$ cat src/rtl/prog_bank_pkg.sv
package prog_bank_pkg;
  // Strobes from the control to the datapath, one action per cycle at most
  typedef struct packed {
    logic loadCold;  // power-on / external load
    logic loadWarm;  // watchdog / brown-out load
    logic loadSoft;  // software-reset load
    logic wrBit0;    // software write to bit 0
    logic setErr;    // write seen inside the low window
  } ctrlStrobes_t;
endpackage

$ cat src/rtl/prog_bank_ctrl_fsm.sv
module prog_bank_ctrl_fsm
  import prog_bank_pkg::*;
#(
  parameter int ADDR_W   = 16,
  parameter int WIN_LOG2 = 13
) (
  input  logic              porRst,
  input  logic              wdtRst,
  input  logic              swRst,
  input  logic              wrEn,
  input  logic [ADDR_W-1:0] fetchAddr,
  output logic              inWindow,
  output ctrlStrobes_t      strobes
);
  localparam int HI_W = ADDR_W - WIN_LOG2;

  generate
    if (HI_W > 0) begin : g_win
      assign inWindow = (fetchAddr[ADDR_W-1:WIN_LOG2] == '0);
    end else begin : g_full
      assign inWindow = 1'b1;
    end
  endgenerate

  logic anyRst;
  assign anyRst = porRst | wdtRst | swRst;

  always_comb begin
    strobes          = '0;
    strobes.loadCold = porRst;
    strobes.loadWarm = !porRst && wdtRst;
    strobes.loadSoft = !porRst && !wdtRst && swRst;
    strobes.wrBit0   = !anyRst && wrEn;
    strobes.setErr   = !anyRst && wrEn && inWindow;
  end
endmodule

$ cat src/rtl/prog_bank_datapath.sv
module prog_bank_datapath
  import prog_bank_pkg::*;
(
  input  logic         clk,
  input  logic         porRst,
  input  ctrlStrobes_t strobes,
  input  logic         cfgStartN,
  input  logic         wrBit,
  input  logic         inWindow,
  output logic [1:0]   mapReg,
  output logic         bankSel,
  output logic         errFlag
);
  logic anyLoad;
  assign anyLoad = strobes.loadCold | strobes.loadWarm | strobes.loadSoft;

  always_ff @(posedge clk) begin
    if (strobes.loadCold)      mapReg <= {1'b0, ~cfgStartN};
    else if (strobes.loadWarm) mapReg <= {mapReg[1], ~cfgStartN};
    else if (strobes.loadSoft) mapReg <= {1'b1, ~cfgStartN};
    else if (strobes.wrBit0)   mapReg[0] <= wrBit;
  end

  always_ff @(posedge clk) begin
    if (anyLoad)             errFlag <= 1'b0;
    else if (strobes.setErr) errFlag <= 1'b1;
  end

  assign bankSel = inWindow & mapReg[0];

  p_cold_load_r1: assert property (@(posedge clk) disable iff (porRst)
    $past(porRst) |-> mapReg == {1'b0, ~$past(cfgStartN)});

  p_warm_keep_r2: assert property (@(posedge clk) disable iff (porRst)
    ($past(strobes.loadWarm) && !$past(porRst))
      |-> mapReg == {$past(mapReg[1]), ~$past(cfgStartN)});

  p_soft_load_r3: assert property (@(posedge clk) disable iff (porRst)
    ($past(strobes.loadSoft) && !$past(porRst)) |-> mapReg == {1'b1, ~$past(cfgStartN)});

  p_write_bit0_r5: assert property (@(posedge clk) disable iff (porRst)
    ($past(strobes.wrBit0) && !$past(porRst))
      |-> (mapReg[0] == $past(wrBit)) && (mapReg[1] == $past(mapReg[1])));

  p_err_sticky_r8: assert property (@(posedge clk) disable iff (porRst)
    ($past(errFlag) && !$past(anyLoad) && !$past(porRst)) |-> errFlag);

  p_err_clear_r10: assert property (@(posedge clk) disable iff (porRst)
    ($past(anyLoad) && !$past(porRst)) |-> !errFlag);
endmodule

$ cat src/rtl/prog_bank_ctrl.sv
module prog_bank_ctrl
  import prog_bank_pkg::*;
#(
  parameter int ADDR_W   = 16,
  parameter int WIN_LOG2 = 13
) (
  input  logic              clk,
  input  logic              porRst,
  input  logic              wdtRst,
  input  logic              swRst,
  input  logic              cfgStartN,
  input  logic              wrEn,
  input  logic              wrBit,
  input  logic [ADDR_W-1:0] fetchAddr,
  output logic [1:0]        mapReg,
  output logic              bankSel,
  output logic              errFlag
);
  ctrlStrobes_t strobes;
  logic         inWindow;

  prog_bank_ctrl_fsm #(.ADDR_W(ADDR_W), .WIN_LOG2(WIN_LOG2)) u_ctrl (
    .porRst(porRst), .wdtRst(wdtRst), .swRst(swRst), .wrEn(wrEn),
    .fetchAddr(fetchAddr), .inWindow(inWindow), .strobes(strobes)
  );

  prog_bank_datapath u_dp (
    .clk(clk), .porRst(porRst), .strobes(strobes), .cfgStartN(cfgStartN),
    .wrBit(wrBit), .inWindow(inWindow), .mapReg(mapReg), .bankSel(bankSel),
    .errFlag(errFlag)
  );

  // outside the window no fetch may be steered to the alternate block
  p_no_remap_high_r7: assert property (@(posedge clk) disable iff (porRst)
    (fetchAddr >= ADDR_W'(1 << WIN_LOG2)) |-> !bankSel);
endmodule

$ cat config.mk
export PLATFORM = sky130hd
export DESIGN_NAME = prog_bank_ctrl
export DESIGN_NICKNAME = d
export VERILOG_FILES = /design/src/rtl/prog_bank_pkg.sv /design/src/rtl/prog_bank_ctrl_fsm.sv /design/src/rtl/prog_bank_datapath.sv /design/src/rtl/prog_bank_ctrl.sv
export SDC_FILE = /design/constraint.sdc
export NUM_CORES = 1
export LEC_CHECK = 0
export BUFFER_PORTS_ARGS = -buffer_cell sky130_fd_sc_hd__buf_2
export CAP_MARGIN = 10
export CORE_AREA = 2 2 39 41
export CTS_CLUSTER_SIZE = 10
export DETAILED_ROUTE_END_ITERATION = 7
export DIE_AREA = 0 0 41 43
export GPL_TIMING_DRIVEN = 0
export PLACE_DENSITY = 0.41
export SKIP_CTS_REPAIR_TIMING = 1
export SLEW_MARGIN = 20
export SYNTH_ARGS = -nofsm -noshare
export SYNTH_HDL_FRONTEND = slang
export SYNTH_HIERARCHICAL = 1
export SYNTH_SLANG_ARGS = --single-unit
$ cat constraint.sdc
create_clock -name clk -period 4 [get_ports clk]
set_input_delay 1.2 -clock clk [delete_from_list [all_inputs] [get_ports clk]]
set_output_delay 1.2 -clock clk [all_outputs]
set_load 0.03 [all_outputs]
[Word-level counts from Yosys, hierarchy flattened]
Index checks and enable logic that the tools add are counted.
Storage, ports and cells
  flip-flop bits (word level): 3
  ROM bits: 0
  bits in latches: 0
  memory bits (writable): 0
  memories: 0
  output and inout port bits: 4
Cells by class
  bitwise gates (word level): 7
  shift operators: 0
  reductions and logical operators: 11
  multiplexer cells: 4
  order comparisons: 0
  $add $sub $neg: 0
  equal/unequal tests: 0
  divide/modulo/power cells: 0
  multiply operators: 0
Operators with widths (count)
  1-bit logical AND: 5
  1-bit 2-to-1 mux: 4
  1-bit bitwise OR: 4
  4-bit nonzero test: 1
  1-bit logical NOT: 3
  3-bit logical NOT: 1
  1-bit inverter: 2
  2-bit AND reduction: 1
  1-bit bitwise AND: 1

[Depth between registers and ports, before layout]
Gate-level depths: netlist of the first run.
  depth after elaboration: 8
  depth in mapped cells: 4
  depth with buffers taken out: 4

[By module]
Netlist of the first run, hierarchy kept.
Modules (own cells, without submodules)
  prog_bank_datapath: area each 127.6 µm², times used 1, cells each 13
  prog_bank_ctrl_fsm: area each 47.5 µm², times used 1, cells each 6

[Worst setup path before layout of the first run]
No wires, ideal clock.
  path type: input to output
  start: input port fetchAddr[14]
  end: output port bankSel
  stages: 2
  path slack: 1.107 ns
  arrival: 1.693 ns
  buffers on the path: 0
  required time: 2.800 ns
  cell sequence: nor3_1 > and2_1
Between the ends
  word-level cells in the longest chain between the ends: 2
RTL lines
  from (decl): RTL line prog_bank_ctrl.sv:14  | input logic [ADDR_W-1:0] fetchAddr,
  3-bit logical NOT: RTL line prog_bank_ctrl_fsm.sv:19  | assign inWindow = (fetchAddr[ADDR_W-1:WIN_LOG2] == '0);
  1-bit bitwise AND: RTL line prog_bank_datapath.sv:29  | assign bankSel = inWindow & mapReg[0];
  to (decl): RTL line prog_bank_ctrl.sv:16  | output logic bankSel,
Every way passes these cells.

[Worst setup path in the final report of the first run]
  start: input port fetchAddr[14]
  end: output port bankSel
Between the ends
  word-level cells in the longest chain between the ends: 2
RTL lines
  3-bit logical NOT: RTL line prog_bank_ctrl_fsm.sv:19
  via inWindow: RTL line prog_bank_ctrl.sv:20  | logic inWindow;
  1-bit bitwise AND: RTL line prog_bank_datapath.sv:29
The timed path passes the listed nets, and every way through them passes these cells.

==> metrics.txt, run 1 <==
Finished Core Util=20.71%; vias after detailed routing=190; Total Power=107.2 uW; average wire per standard cell=7.654 um; ys async rst share=0%; CP max FO=2; Die ar.=1763 sq um; gr usage total=6.124%; area of the mapped netlist=175.2 sq um; Die Span X=~41 um; count of cell types in the netlist=15; Worst Slack Setup Final=approximately 970 ps; worst slack at placement=954.1 ps; required time of the worst setup path=2800 ps; CTS root buffer=clkbuf_4; clk_skew=0 ps; critical path launch point type=input pin; clk slew on worst S/H paths=30 ps; final cell count without fillers=52; vias per inst=~3.7; crit path DAT=1830 ps; setup violators final=0; core area=1384 sq um; Slew HR=75.95%; Post-Syn Nets=42; # diodes=0; min-delay worst type=register to register; Iter 0 DRT Violations=0; Max Freq=330.0 MHz; final-report max-slew violation count=0; Worst-Margin Slew=roughly 360 ps; Skew-Pair Late Insertion Delay=230 ps; YS warnings=6; drt total wl=398 um; setup_tns=0 ps; layout cells sized above 1=between 50 and 60%; placed inst area=roughly 260 sq um; Initial Util=12.66%; Final ANT Viol Nets=0; H-tree levels=1; # port buffers=13; CTS tree=yes; Final Net Count=60; gp weighted congestion=0.5990; RSZ-0062 raised after global routing=no; flop-to-flop setup slack=between 3000 and 4000 ps; status=complete, no violations; Synth Instances=19; pin count of the biggest net entering global routing=5; Leak=0.1281 nW; clock sink count=3; Most used DFF post-synth=dfxtp_1; initial antenna violation count=0; critical path endpoint category=output pin; area growth from synthesis to final layout=63.57%; final instance area=286.5 sq um; first-pass GRT wire length=634 um; EDFF count, synth=1; die span in y=between 40 and 50 um; TritonCTS Buffers=3; placed cells=between 40 and 50; Max clock buf depth=2; Final period util=75.76%; Max Cap Violations=0; Hold WS=440.9 ps; Hold Fails Final Rpt=0; detailed-route DRC error count=0; minimum clock period=3030 ps; post-synthesis sequential area ratio=40.00%; drt first pass iters=1; vias in the first global route=186; gr ovfl total=0; critical path class=input pin to output pin; Peak VDD IR=60.30 uV; power density cells=roughly 370 nW/um^2; FF+latch count, synth=3; number of top-level pins=27; Mean Syn Cell Area=9.219 sq um; Rows=14
## metal layers
| metal | track usage, % | wire (um) | vias to the layer above |
|---|---|---|---|
| li1 | - | - | 98 |
| met1 | 5.788 | 166 | 80 |
| met2 | 7.813 | 175 | 12 |
| met3 | 1.571 | 56 | 0 |
| met4 | 10.00 | 0 | 0 |
| met5 | 0 | 0 | - |
## cell usage after synthesis (2+ instances only)
master	number	share of area, %
a21oi_1	2	5.7
dfxtp_1	2	23
and2_1	2	7.1
nor2_1	2	4.3
## cells by family (layout without fill, tap and decap cells)
| logic type | count (synthesis) | count (layout) | synth area share [%] |
|---|---|---|---|
| AND/OR/NAND/NOR | 12 | 12 | 47.86 |
| flip-flops | 3 | 3 | 40.00 |
| AO/OA/AOI/OAI | 2 | 2 | 5.715 |
| buffers and inverters | 2 | 19 | 6.428 |
## flip-flops by register name, summed over array words and instances (netlist names)
signal	count
u_dp/mapReg	2
u_dp/errFlag	1
## layout make-up
type | count | area (sq um)
Tap cell | 16 | 20.02
Buffer | 1 | 7.507
Multi-Input combinational cell | 14 | 93.84
Fill cell | 155 | 1097
Clock buffer | 4 | 26.28
Inverter | 1 | 3.754
Sequential cell | 3 | 70.07
Timing Repair Buffer | 13 | 65.06
## cell usage in the layout, fill, tap and decap left out, types with 2 or more instances in the layout
cell type / instances
a21oi_1: 2
buf_2: 13
nor2_1: 2
clkbuf_4: 3
dfxtp_1: 2
and2_1: 2
## where the power goes
part | internal, mW | total (mW) | switching [mW]
combinational | 0.00874 | 0.0191 | 0.0104
sequential | 0.0339 | 0.0347 | 0.000742
clock | 0.0374 | 0.0534 | 0.0160
total | 0.0801 | 0.107 | 0.0271
## critical path, stage by stage
cell    delay [ps]
buf_2           90
nor3_1         200
and2_1         150
buf_2          190
## path summary, 6_finish.rpt
kind                            cells after the start             end            from
worst max-delay path                                4         bankSel   fetchAddr[14]
worst min-delay path                                2  u_dp/mapReg[1]  u_dp/mapReg[1]
worst max register to register                      2    u_dp/errFlag    u_dp/errFlag
worst min register to register                      2  u_dp/mapReg[1]  u_dp/mapReg[1]
Power figures use the tool's default switching activity.
==> inputs of run 2 (changes only) <==
--- a/config.mk
+++ b/config.mk
@@ -12,7 +12,7 @@
 export DETAILED_ROUTE_END_ITERATION = 7
 export DIE_AREA = 0 0 41 43
 export GPL_TIMING_DRIVEN = 0
-export PLACE_DENSITY = 0.41
+export PLACE_DENSITY = 0.42
 export SKIP_CTS_REPAIR_TIMING = 1
 export SLEW_MARGIN = 20
 export SYNTH_ARGS = -nofsm -noshare
==> constraint.sdc (replaced) <==
create_clock -name clk -period 2.46 [get_ports clk]
set_input_delay 0.738 -clock clk [delete_from_list [all_inputs] [get_ports clk]]
set_output_delay 0.738 -clock clk [all_outputs]
set_load 0.03 [all_outputs]
==> run 2 against run 1 <==
Final cell count unchanged. Flip-flop and latch count unchanged. Via count decreased by 7.9%. Combinational power up 62%. Utilization unchanged. Clock skew unchanged. Routed wire length is 14% lower. Global-route usage shrank 1.5 points. Non-clock buffer count did not move. Critical path type unchanged. Critical endpoint unchanged. Highest routed layer unchanged.
==> metrics.txt, run 2 (same netlist as run 1, synthesis figures left out) <==
drt total wl=344 um (-14%); slowest stage delay, CP=200 ps (about the same); hold path depth=2 (unchanged); minimum clock period=2103 ps; flop-to-flop setup slack=1920 ps (-1530 ps); H-tree levels=1 (unchanged); CP max-delay cell=nor3_1; CP top delay family=simple AND/OR/NAND/NOR gates; clk_skew=0 ps (unchanged); CP bufs+invs=2 (unchanged); # diodes=0 (unchanged); core area=1384 sq um (unchanged); worst reg2reg path endpoint=u_dp/mapReg[1]; most used cell, CP=buf_2; power density cells=595.2 nW/um^2 (+59%); most common cell after layout, fill and taps aside=buf_2; Max Freq=475.6 MHz; critical path endpoint category=output pin; Final Net Count=60 (unchanged); worst slack at placement=342.5 ps (-611.6 ps); gp weighted congestion=0.5852 (-2.3%); Critical Path, Cell by Cell=buf_2 > nor3_1 > and2_1 > buf_2; status=complete, no violations; Skew-Pair Late Insertion Delay=230 ps (about the same); number of cells on the critical path=4 (unchanged); critical path launch point type=input pin; required time of the worst setup path=1720 ps (-1080 ps); vias after detailed routing=175 (-7.9%); critical path class=input pin to output pin; Slew HR=76.13% (+0.17 points); Final ANT Viol Nets=0 (unchanged); Final period util=85.47%; TritonCTS Buffers=3 (unchanged); clock sink count=3 (unchanged); first-pass GRT wire length=531 um (-16%); average wire per standard cell=6.615 um (-14%); CTS root buffer=clkbuf_4; CTS tree=yes; clk slew on worst S/H paths=40 ps (about the same); pin count of the biggest net entering global routing=5 (unchanged); CP max FO=2 (unchanged); RSZ-0062 raised after global routing=no; layout cells sized above 1=52.78% (unchanged); biggest regs=u_dp/mapReg x2, u_dp/errFlag x1; Finished Core Util=20.71% (unchanged); Largest Register=u_dp/mapReg; worst r2r path cells=2 (unchanged); Initial Util=12.66% (unchanged); die span in y=43 um (unchanged); number of top-level pins=27 (unchanged); detailed-route DRC error count=0 (unchanged); Worst Slack Setup Final=357.4 ps (-612.3 ps); crit path DAT=1360 ps (-470 ps); Worst-Margin Slew=357.3 ps (-2.602 ps); vias in the first global route=159 (-15%); Rows=14 (unchanged); gr usage total=4.614% (-1.5 points); Max clock buf depth=2 (unchanged); area growth from synthesis to final layout=63.57% (unchanged); final cell count without fillers=52 (unchanged); Peak VDD IR=181.3 uV (+200%); max reg flops=2 (unchanged); worst r2r src=u_dp/mapReg[1]; Iter 0 DRT Violations=0 (unchanged); Hold Fails Final Rpt=0 (unchanged); setup_tns=0 ps (unchanged); min-delay worst type=register to register; gr ovfl total=0 (unchanged); placed cells=48 (unchanged); setup violators final=0 (unchanged); most frequent cells in the layout=buf_2 (13), clkbuf_4 (3); initial antenna violation count=0 (unchanged); Max Cap Violations=0 (unchanged); # port buffers=13 (unchanged); vias per inst=3.365 (-7.9%); Fill cells=162 (+4.5%); Leak=0.1281 nW (unchanged); Worst Hold Path EP=u_dp/mapReg[1]; Hold Startpoint=u_dp/mapReg[1]; final-report max-slew violation count=0 (unchanged); Die ar.=1763 sq um (unchanged); drt first pass iters=1 (unchanged); Die Span X=41 um (unchanged)
run 2: worst max path at each step:
stage               slack, ps      end          start
finish                    360  bankSel  fetchAddr[14]
global route              270  bankSel  fetchAddr[14]
CTS                       340  bankSel  fetchAddr[14]
detailed placement        340  bankSel  fetchAddr[14]
global placement          350  bankSel  fetchAddr[14]
floorplan                 490  bankSel  fetchAddr[14]
run 2: routing by layer:
layer  vias to the layer above  global-route usage, %  wire length, um
met4                         0                  4.000                0
li1                         98                      -                -
met5                         -                      0                0
met1                        66                  5.769              160
met3                         0                  1.571               45
met2                        11                  5.938              137
run 2: worst reg2reg max path: cells and delay by family (launching register included):
family                 cells  cell delay, ps
flip-flops                 1             310
AO/OA/AOI/OAI              1             110
buffers and inverters      1              40
run 2: power by group:
group | internal (mW) | switching (mW) | total (mW)
Combinational | 0.0142 | 0.0167 | 0.0309
Clock | 0.0606 | 0.0226 | 0.0832
Sequential | 0.0552 | 0.00116 | 0.0564
run 2: metrics by stage:
stage          total power, mW  instance area, sq um  hold WS [ps]
5_1_grt                 0.1809                 286.5         468.8
2_1_floorplan          0.07542                 175.2         565.7
4_1_cts                 0.1749                 286.5         449.4
3_3_place_gp           0.08822                 260.3         435.6
3_5_place_dp           0.08828                 260.3         434.7
6_report                0.1705                 286.5         445.8
run 2: layout make-up:
cell class              instances  area (sq um)  share of cell area (%)
flip-flops and latches          3         70.07                   24.45
repair buffers                 13         65.06                   22.71
well taps                      16         20.02                   6.987
inverters                       1         3.754                   1.310
multi-input cells              14         93.84                   32.75
plain buffers                   1         7.507                   2.620
clock buffers                   4         26.28                   9.170
